## config.mk

```make
export PLATFORM = sky130hd
export DESIGN_NAME = cfgt_target
export DESIGN_NICKNAME = d
export VERILOG_FILES = /design/src/rtl/cfgt_pkg.sv /design/src/rtl/cfgt_claim.sv /design/src/rtl/cfgt_regfile.sv /design/src/rtl/cfgt_target.sv
export SDC_FILE = /design/constraint.sdc
export NUM_CORES = 1
export LEC_CHECK = 0
export ABC_CLOCK_PERIOD_IN_PS = 4350
export BUFFER_PORTS_ARGS = -buffer_cell sky130_fd_sc_hd__buf_2
export CAP_MARGIN = 20
export CORE_MARGIN = 2
export CORE_UTILIZATION = 55
export CTS_CLUSTER_DIAMETER = 100
export DETAILED_ROUTE_END_ITERATION = 7
export GPL_TIMING_DRIVEN = 0
export HOLD_SLACK_MARGIN = 0.08
export PLACE_DENSITY = 0.81
export SYNTH_ARGS = -nofsm -noshare
export SYNTH_HDL_FRONTEND = slang
export SYNTH_SLANG_ARGS = --single-unit
```

## constraint.sdc

```tcl
create_clock -name clk -period 4.35 [get_ports clk]
set_clock_uncertainty 0.15 [all_clocks]
set_input_delay 0.6525 -clock clk [delete_from_list [all_inputs] [get_ports clk]]
set_output_delay 0.6525 -clock clk [all_outputs]
set_load 0.02 [all_outputs]
```

## src/rtl/cfgt_pkg.sv

```systemverilog
package cfgt_pkg;

    localparam logic [3:0] CMD_CFG_RD = 4'b1010;
    localparam logic [3:0] CMD_CFG_WR = 4'b1011;

    typedef enum logic [2:0] {
        ST_IDLE,   // waiting for an address phase
        ST_ACHK,   // parity clock: decide the claim
        ST_WAIT,   // DEVSEL# low, TRDY# not yet
        ST_XFER,   // TRDY# low until IRDY#
        ST_TURN    // release, trailing PAR for reads
    } cfg_state_t;

    typedef struct packed {
        logic [31:0] ad;
        logic [3:0]  cbe_n;
        logic        idsel;
    } addr_phase_t;

    function automatic logic even_par(input logic [31:0] ad, input logic [3:0] cbe);
        return ^{ad, cbe};
    endfunction

    function automatic logic [31:0] merge_bytes(input logic [31:0] old_w,
                                                input logic [31:0] new_w,
                                                input logic [3:0]  lane_en);
        logic [31:0] r;
        for (int k = 0; k < 4; k++)
            r[8*k +: 8] = lane_en[k] ? new_w[8*k +: 8] : old_w[8*k +: 8];
        return r;
    endfunction

endpackage

```

## src/rtl/cfgt_claim.sv

```systemverilog
module cfgt_claim
    import cfgt_pkg::*;
#(
    parameter logic [2:0] FUNC_NUM = 3'd0
) (
    input  addr_phase_t ap,
    input  logic        par_in,
    output logic        hit,
    output logic        is_write
);
    logic cmd_ok;
    logic type0;
    logic func_ok;
    logic par_ok;

    always_comb begin
        cmd_ok   = (ap.cbe_n == CMD_CFG_RD) || (ap.cbe_n == CMD_CFG_WR);
        type0    = (ap.ad[1:0] == 2'b00);
        func_ok  = (ap.ad[10:8] == FUNC_NUM);
        par_ok   = (par_in == even_par(ap.ad, ap.cbe_n));
        is_write = (ap.cbe_n == CMD_CFG_WR);
        hit      = ap.idsel && cmd_ok && type0 && func_ok && par_ok;
    end
endmodule

```

## src/rtl/cfgt_regfile.sv

```systemverilog
module cfgt_regfile
    import cfgt_pkg::*;
#(
    parameter int          NREGS     = 16,
    parameter logic [15:0] VENDOR_ID = 16'hA5C3,
    parameter logic [15:0] DEVICE_ID = 16'h7E21
) (
    input  logic        clk,
    input  logic        rst,
    input  logic [5:0]  idx,
    input  logic        we,
    input  logic [3:0]  lane_en,
    input  logic [31:0] wdata,
    output logic [31:0] rdata
);
    localparam int IW = (NREGS > 1) ? $clog2(NREGS) : 1;

    logic [NREGS-1:0][31:0] words;

    for (genvar i = 0; i < NREGS; i++) begin : g_word
        if (i == 0) begin : g_id
            assign words[i] = {DEVICE_ID, VENDOR_ID};
        end else begin : g_rw
            logic [31:0] q;
            always_ff @(posedge clk) begin
                if (rst)
                    q <= '0;
                else if (we && idx == 6'(i))
                    q <= merge_bytes(q, wdata, lane_en);
            end
            assign words[i] = q;
        end
    end

    always_comb begin
        if (32'(idx) < NREGS)
            rdata = words[idx[IW-1:0]];
        else
            rdata = '0;
    end
endmodule

```

## src/rtl/cfgt_target.sv

```systemverilog
module cfgt_target
    import cfgt_pkg::*;
#(
    parameter int          NREGS     = 16,
    parameter logic [15:0] VENDOR_ID = 16'hA5C3,
    parameter logic [15:0] DEVICE_ID = 16'h7E21,
    parameter logic [2:0]  FUNC_NUM  = 3'd0
) (
    input  logic        clk,
    input  logic        rst,
    input  logic        frame_n,
    input  logic        irdy_n,
    input  logic        idsel,
    input  logic [31:0] ad_in,
    input  logic [3:0]  cbe_n,
    input  logic        par_in,
    output logic [31:0] ad_out,
    output logic        ad_oe,
    output logic        par_out,
    output logic        par_oe,
    output logic        devsel_n,
    output logic        trdy_n,
    output logic        stop_n
);
    cfg_state_t  st;
    addr_phase_t ap_q;
    logic        frame_q;
    logic        wr_q;
    logic        stop_q;
    logic        par_q;
    logic        hit;
    logic        hit_wr;
    logic        start;
    logic        wr_en;
    logic [31:0] rdata;

    assign start = (st == ST_IDLE) && !frame_n && frame_q;

    cfgt_claim #(.FUNC_NUM(FUNC_NUM)) u_claim (
        .ap       (ap_q),
        .par_in   (par_in),
        .hit      (hit),
        .is_write (hit_wr)
    );

    assign wr_en = (st == ST_XFER) && !irdy_n && wr_q;

    cfgt_regfile #(
        .NREGS     (NREGS),
        .VENDOR_ID (VENDOR_ID),
        .DEVICE_ID (DEVICE_ID)
    ) u_regs (
        .clk     (clk),
        .rst     (rst),
        .idx     (ap_q.ad[7:2]),
        .we      (wr_en),
        .lane_en (~cbe_n),
        .wdata   (ad_in),
        .rdata   (rdata)
    );

    always_ff @(posedge clk) begin
        if (rst) begin
            st      <= ST_IDLE;
            ap_q    <= '0;
            frame_q <= 1'b1;
            wr_q    <= 1'b0;
            stop_q  <= 1'b0;
            par_q   <= 1'b0;
        end else begin
            frame_q <= frame_n;
            par_q   <= even_par(ad_out, cbe_n);
            case (st)
                ST_IDLE: if (start) begin
                    ap_q <= '{ad: ad_in, cbe_n: cbe_n, idsel: idsel};
                    st   <= ST_ACHK;
                end
                ST_ACHK: if (hit) begin
                    wr_q <= hit_wr;
                    st   <= ST_WAIT;
                end else begin
                    st   <= ST_IDLE;
                end
                ST_WAIT: begin
                    stop_q <= !frame_n;
                    st     <= ST_XFER;
                end
                ST_XFER: if (!irdy_n) st <= ST_TURN;
                ST_TURN: st <= ST_IDLE;
                default: st <= ST_IDLE;
            endcase
        end
    end

    always_comb begin
        devsel_n = !((st == ST_WAIT) || (st == ST_XFER));
        trdy_n   = !(st == ST_XFER);
        stop_n   = !((st == ST_XFER) && stop_q);
        ad_oe    = !wr_q && ((st == ST_WAIT) || (st == ST_XFER));
        par_oe   = !wr_q && ((st == ST_XFER) || (st == ST_TURN));
        ad_out   = rdata;
        par_out  = par_q;
    end

    // a claim only follows an address phase that carried IDSEL
    a_r2_claim_has_idsel: assert property (@(posedge clk) disable iff (rst)
        $fell(devsel_n) |-> ap_q.idsel);

    // TRDY# drops only after a clock of DEVSEL# alone
    a_r4_devsel_leads_trdy: assert property (@(posedge clk) disable iff (rst)
        $fell(trdy_n) |-> ($past(!devsel_n) && $past(trdy_n)));

    // one data phase, then everything released
    a_r5_single_phase: assert property (@(posedge clk) disable iff (rst)
        (!trdy_n && !irdy_n) |=> (devsel_n && trdy_n && stop_n));

    // disconnect only when the initiator kept FRAME# low
    a_r6_stop_on_frame: assert property (@(posedge clk) disable iff (rst)
        $fell(stop_n) |-> $past(!frame_n));

    // PAR enable trails AD enable by a clock
    a_r10_par_after_ad: assert property (@(posedge clk) disable iff (rst)
        $rose(par_oe) |-> $past(ad_oe));
endmodule

```

# Yosys cells after proc, flatten, opt, wreduce, memory -nomap -nowiden
# Index checks and enable logic that the tools add are counted.
# totals
ff_bits,524
inputBits,42
out_inout_bits,38
wordCells,205
# classes
bitwise,1
n_reduce_logical,103
n_mux,7
n_lt_le_gt_ge,2
n_eq_ne,24
# ops
operator,count
$bmux W32 S4,1
$reduce_and A2 Y1,63
$reduce_xor A36 Y1,2
$mux W32,2
$eq A6 B4 Y1 const B,8
$logic_and A1 B1 Y1,26
$eq A6 B3 Y1 const B,4
$eq A6 B2 Y1 const B,2
$pmux W3 S4,1
$eq A4 B4 Y1 const B,2
$eq A3 B2 Y1 const B,2
$eq A6 B1 Y1 const B,1
$logic_not A1 Y1,6
$logic_not A3 Y1,2
$lt A6 B5 Y1 const B,1
$mux W3,2
$lt A4 B5 Y1 const B,1
$ne A2 B2 Y1 const B,2
$not A4 Y4,1
$eq A3 B1 Y1 const B,1
$eq A3 B3 Y1 const B,1
$logic_or A1 B1 Y1,3
$logic_not A2 Y1,1
$mux W2,1
$eq A1 B1 Y1,1

# Depth between registers and ports, before layout
# logic_depth
depth_word,8
ltp_mapped,16

# Cells and area by module
# From an unflattened synthesis, not the netlist that was laid out.
# hier_totals
hier_cells,2809
area_unflattened_um2,23995.5
# modules_own_cells
mod,seq_area_each_um2,n_inst,area_each_um2,cells_each
cfgt_regfile,9609.2,1,21667.0,2526
cfgt_target,880.8,1,1921.8,237
cfgt_claim,0.0,1,406.6,46

# Least setup slack after synthesis
# OpenSTA, ideal clock, no wires.
# synth_path
path_type,flip-flop to flip-flop
startpoint,register ap_q[9] in the netlist's numbering
endpoint,"register par_q, in the netlist par_out"
arrival_ns,3.192
required_time_ns,4.071
setup_ns,0.129
stages_incl_launch_ff,14
period_less_slack_ns,3.471
n_path_buf,5
setup_slack_ns,0.879
cell_sequence,dfxtp_1 buf_4 buf_6 buf_4 buf_2 buf_1 mux4_2 mux4_2 xor2_1 xnor2_1 xnor2_1 xnor3_1 a21oi_1 nor3b_2
# synth_between
elab_chain_len,4
word_cells_on_any_way,5
classes_between,1 x order compare; 3 x mux; 1 x reduce/logical
# synth_lines
element,line,text
"start, declared",cfgt_target.sv:26,addr_phase_t ap_q;
"start signal, assigned",cfgt_target.sv:75,"ap_q <= '{ad: ad_in, cbe_n: cbe_n, idsel: idsel};"
$bmux W32 S4,cfgt_regfile.sv:37,rdata = words[idx[IW-1:0]];
$mux W32 (not written as such),cfgt_regfile.sv:37,
$mux W32 *,cfgt_regfile.sv:36,if (32'(idx) < NREGS)
$reduce_xor A36 Y1 *,cfgt_pkg.sv:21,"return ^{ad, cbe};"
"end signal, assigned",cfgt_target.sv:72,"par_q <= even_par(ad_out, cbe_n);"
"end, declared",cfgt_target.sv:30,logic par_q;
# Mark *: on every way between the ends. The rest lies on a longest branch, timed or not. The select of a mux whose other input is x is not followed.
# A chain may end at the register's enable or synchronous reset.

# Worst setup path after layout
# layout_path
startpoint,register ap_q[9] in the netlist's numbering
endpoint,output ad_out[25]
# layout_between
elab_chain_len,3
word_cells_on_any_way,4
classes_between,1 x order compare; 3 x mux
# layout_lines
element,line,text
$bmux W32 S4,cfgt_regfile.sv:37,
$mux W32 (not written as such),cfgt_regfile.sv:37,
$mux W32 *,cfgt_regfile.sv:36,
"end, declared",cfgt_target.sv:17,"output logic [31:0] ad_out,"
# Marked as above.

==> reports/metrics.yaml <==
fmax_ghz: 0.2257
htree_levels: 2
syn_inst: 2856
min_period_ns: 4.430
syn_area_per_cell_um2: 8.384
final_hold_viol_count: 0
routabilityCongestion: 1.039
p_leak_nw: 8.645
ys_warn_count: 0
relSlewSlack_pct: 24.21
fin_area_mm2: 0.02699
syn_nets: 2912
drt_first_pass_iters: 7
dpl_cell_area_mm2: 0.02489
grt_usage_pct: 42.87
grt_pass1_wl_mm: 141.3
critPathArrivalTime_ns: 3.63
die_h_um: 212.7
io_buffers: 42
yosysSeqAreaShare_pct: 43.81
root_buffer: "clkbuf_16"
cellPowerDensity_mw_per_mm2: 408.1
antenna_found_initial: 3
num_rows: 76
period_share_pct: 101.8
cts_sinks: 524
final_nets: 3020
synth_edf_count: 0
initial_core_util_pct: 55.71
dp_hpwl_mm: 70.12
start_kind: "register"
hold_ws_ns: 0.08767
synth_cell_types: 52
cts_tree: "done"
setup-violations-final: 5
failed_checks: "setup timing"
overflow: 0
synth.cell_area_mm2: 0.02394
path_clk_slew_ns: 0.07
drt-total-wl_mm: 99.07
hold_class: "in2reg"
coreArea_mm2: 0.04298
maxSlewViolCount: 0
cts_inserted_buffers: 54
clk-insertion-delay-late_ns: 0.64
vias: 24490
route.detailed.drc: 0
drt_iter0_markers: 4210
fin_ws_ns: -0.08004
finalPower_mw: 11.02
async_flop_share_pct: 0
clockBufferDepth: 3
critPathCaptureType: "output pin"
crit_required_ns: 3.55
outcome: "finished, violations left"
max-vdd-ir-drop_uv: 284.8
area_growth_pct: 12.72
wl_per_cell_um: 27.59
worst_slew_pin_slew_ns: 1.137
die-width_um: 212.7
grt_pass1_vias: 22710
vias_per_cell: 6.820
cts_hold_buf: 0
grt_max_degree: 20
nFillCells: 3659
dieArea_mm2: 0.04522
hold_depth: 2
synth_ff_type: "dfxtp_1"
drive_above_1_share_pct: 10.59
cap_violations: 0
rsz0062_at_grt: "yes"
cp_max_fo: 19
criticalPathCategory: "reg2out"
ioPinCount: 80
synth.ff_latch_count: 524
antenna_left: 0
reg2regPathDepth: 13
==> cell usage in the layout (no fill, tap or decap), types with 26 or more instances in the layout <==
cell type	synthesis	layout
a21oi_1	535	534
and2_1	26	26
buf_2	15	46
clkbuf_1	236	244
clkbuf_16	0	57
dfxtp_1	524	523
mux2i_1	26	26
mux4_2	101	101
nand2_1	571	571
nor2_1	82	81
o21ai_0	492	492
xnor2_1	48	45
==> cell type report <==
type	instances	area, um2	share of cell area [%]
multi-input cells	2030	12240	45.35
flip-flops and latches	524	10490	38.87
clock buffers	80	1603	5.938
plain buffers	281	1384	5.127
well taps	585	732.0	2.712
repair buffers	54	300.3	1.113
clock inverters	16	161.4	0.5980
inverters	19	72.57	0.2689
diodes	2	5.005	0.01854
==> power by group <==
group / switching [mW] / internal (mW) / leakage (nW)
clock: 2.06 / 2.71 / 0.874
combinational: 0.941 / 0.458 / 3.55
sequential: 0.0156 / 4.82 / 4.22
==> per-layer routing <==
metal	global-route usage [%]	vias up	wire (um)
met5	1.001	-	97
met4	31.44	4	8361
met3	16.24	568	15560
met2	63.00	2211	41480
met1	51.21	11560	33580
li1	-	10150	-
==> repair_timing <==
action,CTS,global route
setup endpoints to repair,247,43
pin swaps,2,4
gates resized for setup,52,37
setup buffers,3,9
==> worst paths after layout <==
check                              from                     to  slack, ns
setup / recovery   ap_q[9]$_SDFFE_PP0P_             ad_out[25]      -0.08
hold / removal                  frame_n     frame_q$_SDFF_PP1_       0.09
setup reg to reg   ap_q[9]$_SDFFE_PP0P_     par_out$_SDFF_PP0_      -0.03
hold reg to reg   ap_q[14]$_SDFFE_PP0P_  ap_q[14]$_SDFFE_PP0P_       0.31
==> sequential cells by signal, summed over array words and instances (netlist names) <==
signal,cells
ap_q,37
frame_q,1
par_out,1
st,3
stop_q,1
u_regs.g_word.g_rw.q,480
wr_q,1
==> Yosys cell counts (2+ instances only) <==
library cell | count | area share (%)
inv_1 | 18 | 0.28
buf_4 | 3 | 0.094
nor3_1 | 4 | 0.084
buf_2 | 15 | 0.31
buf_12 | 4 | 0.33
mux2i_1 | 26 | 1.1
a21oi_1 | 535 | 11
nor2_1 | 82 | 1.3
mux2_1 | 10 | 0.47
mux4_2 | 101 | 9.5
mux2_2 | 11 | 0.52
xnor3_1 | 2 | 0.19
and2_1 | 26 | 0.68
o22ai_1 | 5 | 0.13
clkbuf_1 | 236 | 3.7
and2b_1 | 3 | 0.094
a221oi_2 | 2 | 0.13
a211oi_1 | 5 | 0.16
xnor2_1 | 48 | 1.8
a211oi_2 | 2 | 0.10
nand2_1 | 571 | 9.0
o21ai_1 | 2 | 0.042
nor2b_1 | 12 | 0.31
mux4_1 | 7 | 0.77
ha_1 | 14 | 0.73
nand3_1 | 16 | 0.33
a222oi_1 | 4 | 0.17
dfxtp_1 | 524 | 44
o21ai_0 | 492 | 10
buf_1 | 14 | 0.22
nand2b_1 | 4 | 0.10
buf_6 | 10 | 0.47
nor4_1 | 2 | 0.052
xor2_1 | 10 | 0.37
a22oi_1 | 6 | 0.19
o221ai_1 | 5 | 0.18
a2bb2oi_1 | 7 | 0.26
a221oi_1 | 4 | 0.15
==> critical path, stage by stage, from the launching register on <==
cell     delay [ns]
dfxtp_1        0.42
buf_4          0.27
buf_6          0.26
buf_6          0.31
buf_4          0.36
mux4_2         0.40
mux4_2         0.61
and2_1         0.20
buf_2          0.15
==> cells by family after synthesis <==
group | Yosys count | synth area share (%)
DFF | 524 | 43.81
and+or+nand+nor | 728 | 12.14
xor gates and xnor gates | 61 | 2.378
buffers and inverters | 302 | 5.492
AOI/OAI and AO/OA | 1071 | 23.04
muxes | 156 | 12.41
adders and majority gates | 14 | 0.7316
==> through the flow <==
stage               std cells  setup TNS (ns)  utilization [%]  worst slack, ns
floorplan                2856               0                -           0.8786
global placement         3483          -39.26            57.90          -0.9303
detailed placement       3483          -60.80            57.92          -0.9052
CTS                      3580               0            62.36         0.003222
global route             3589        -0.04613            62.79         -0.04613
finish                   3591         -0.1450            62.80         -0.08004
Power figures use the tool's default switching activity.
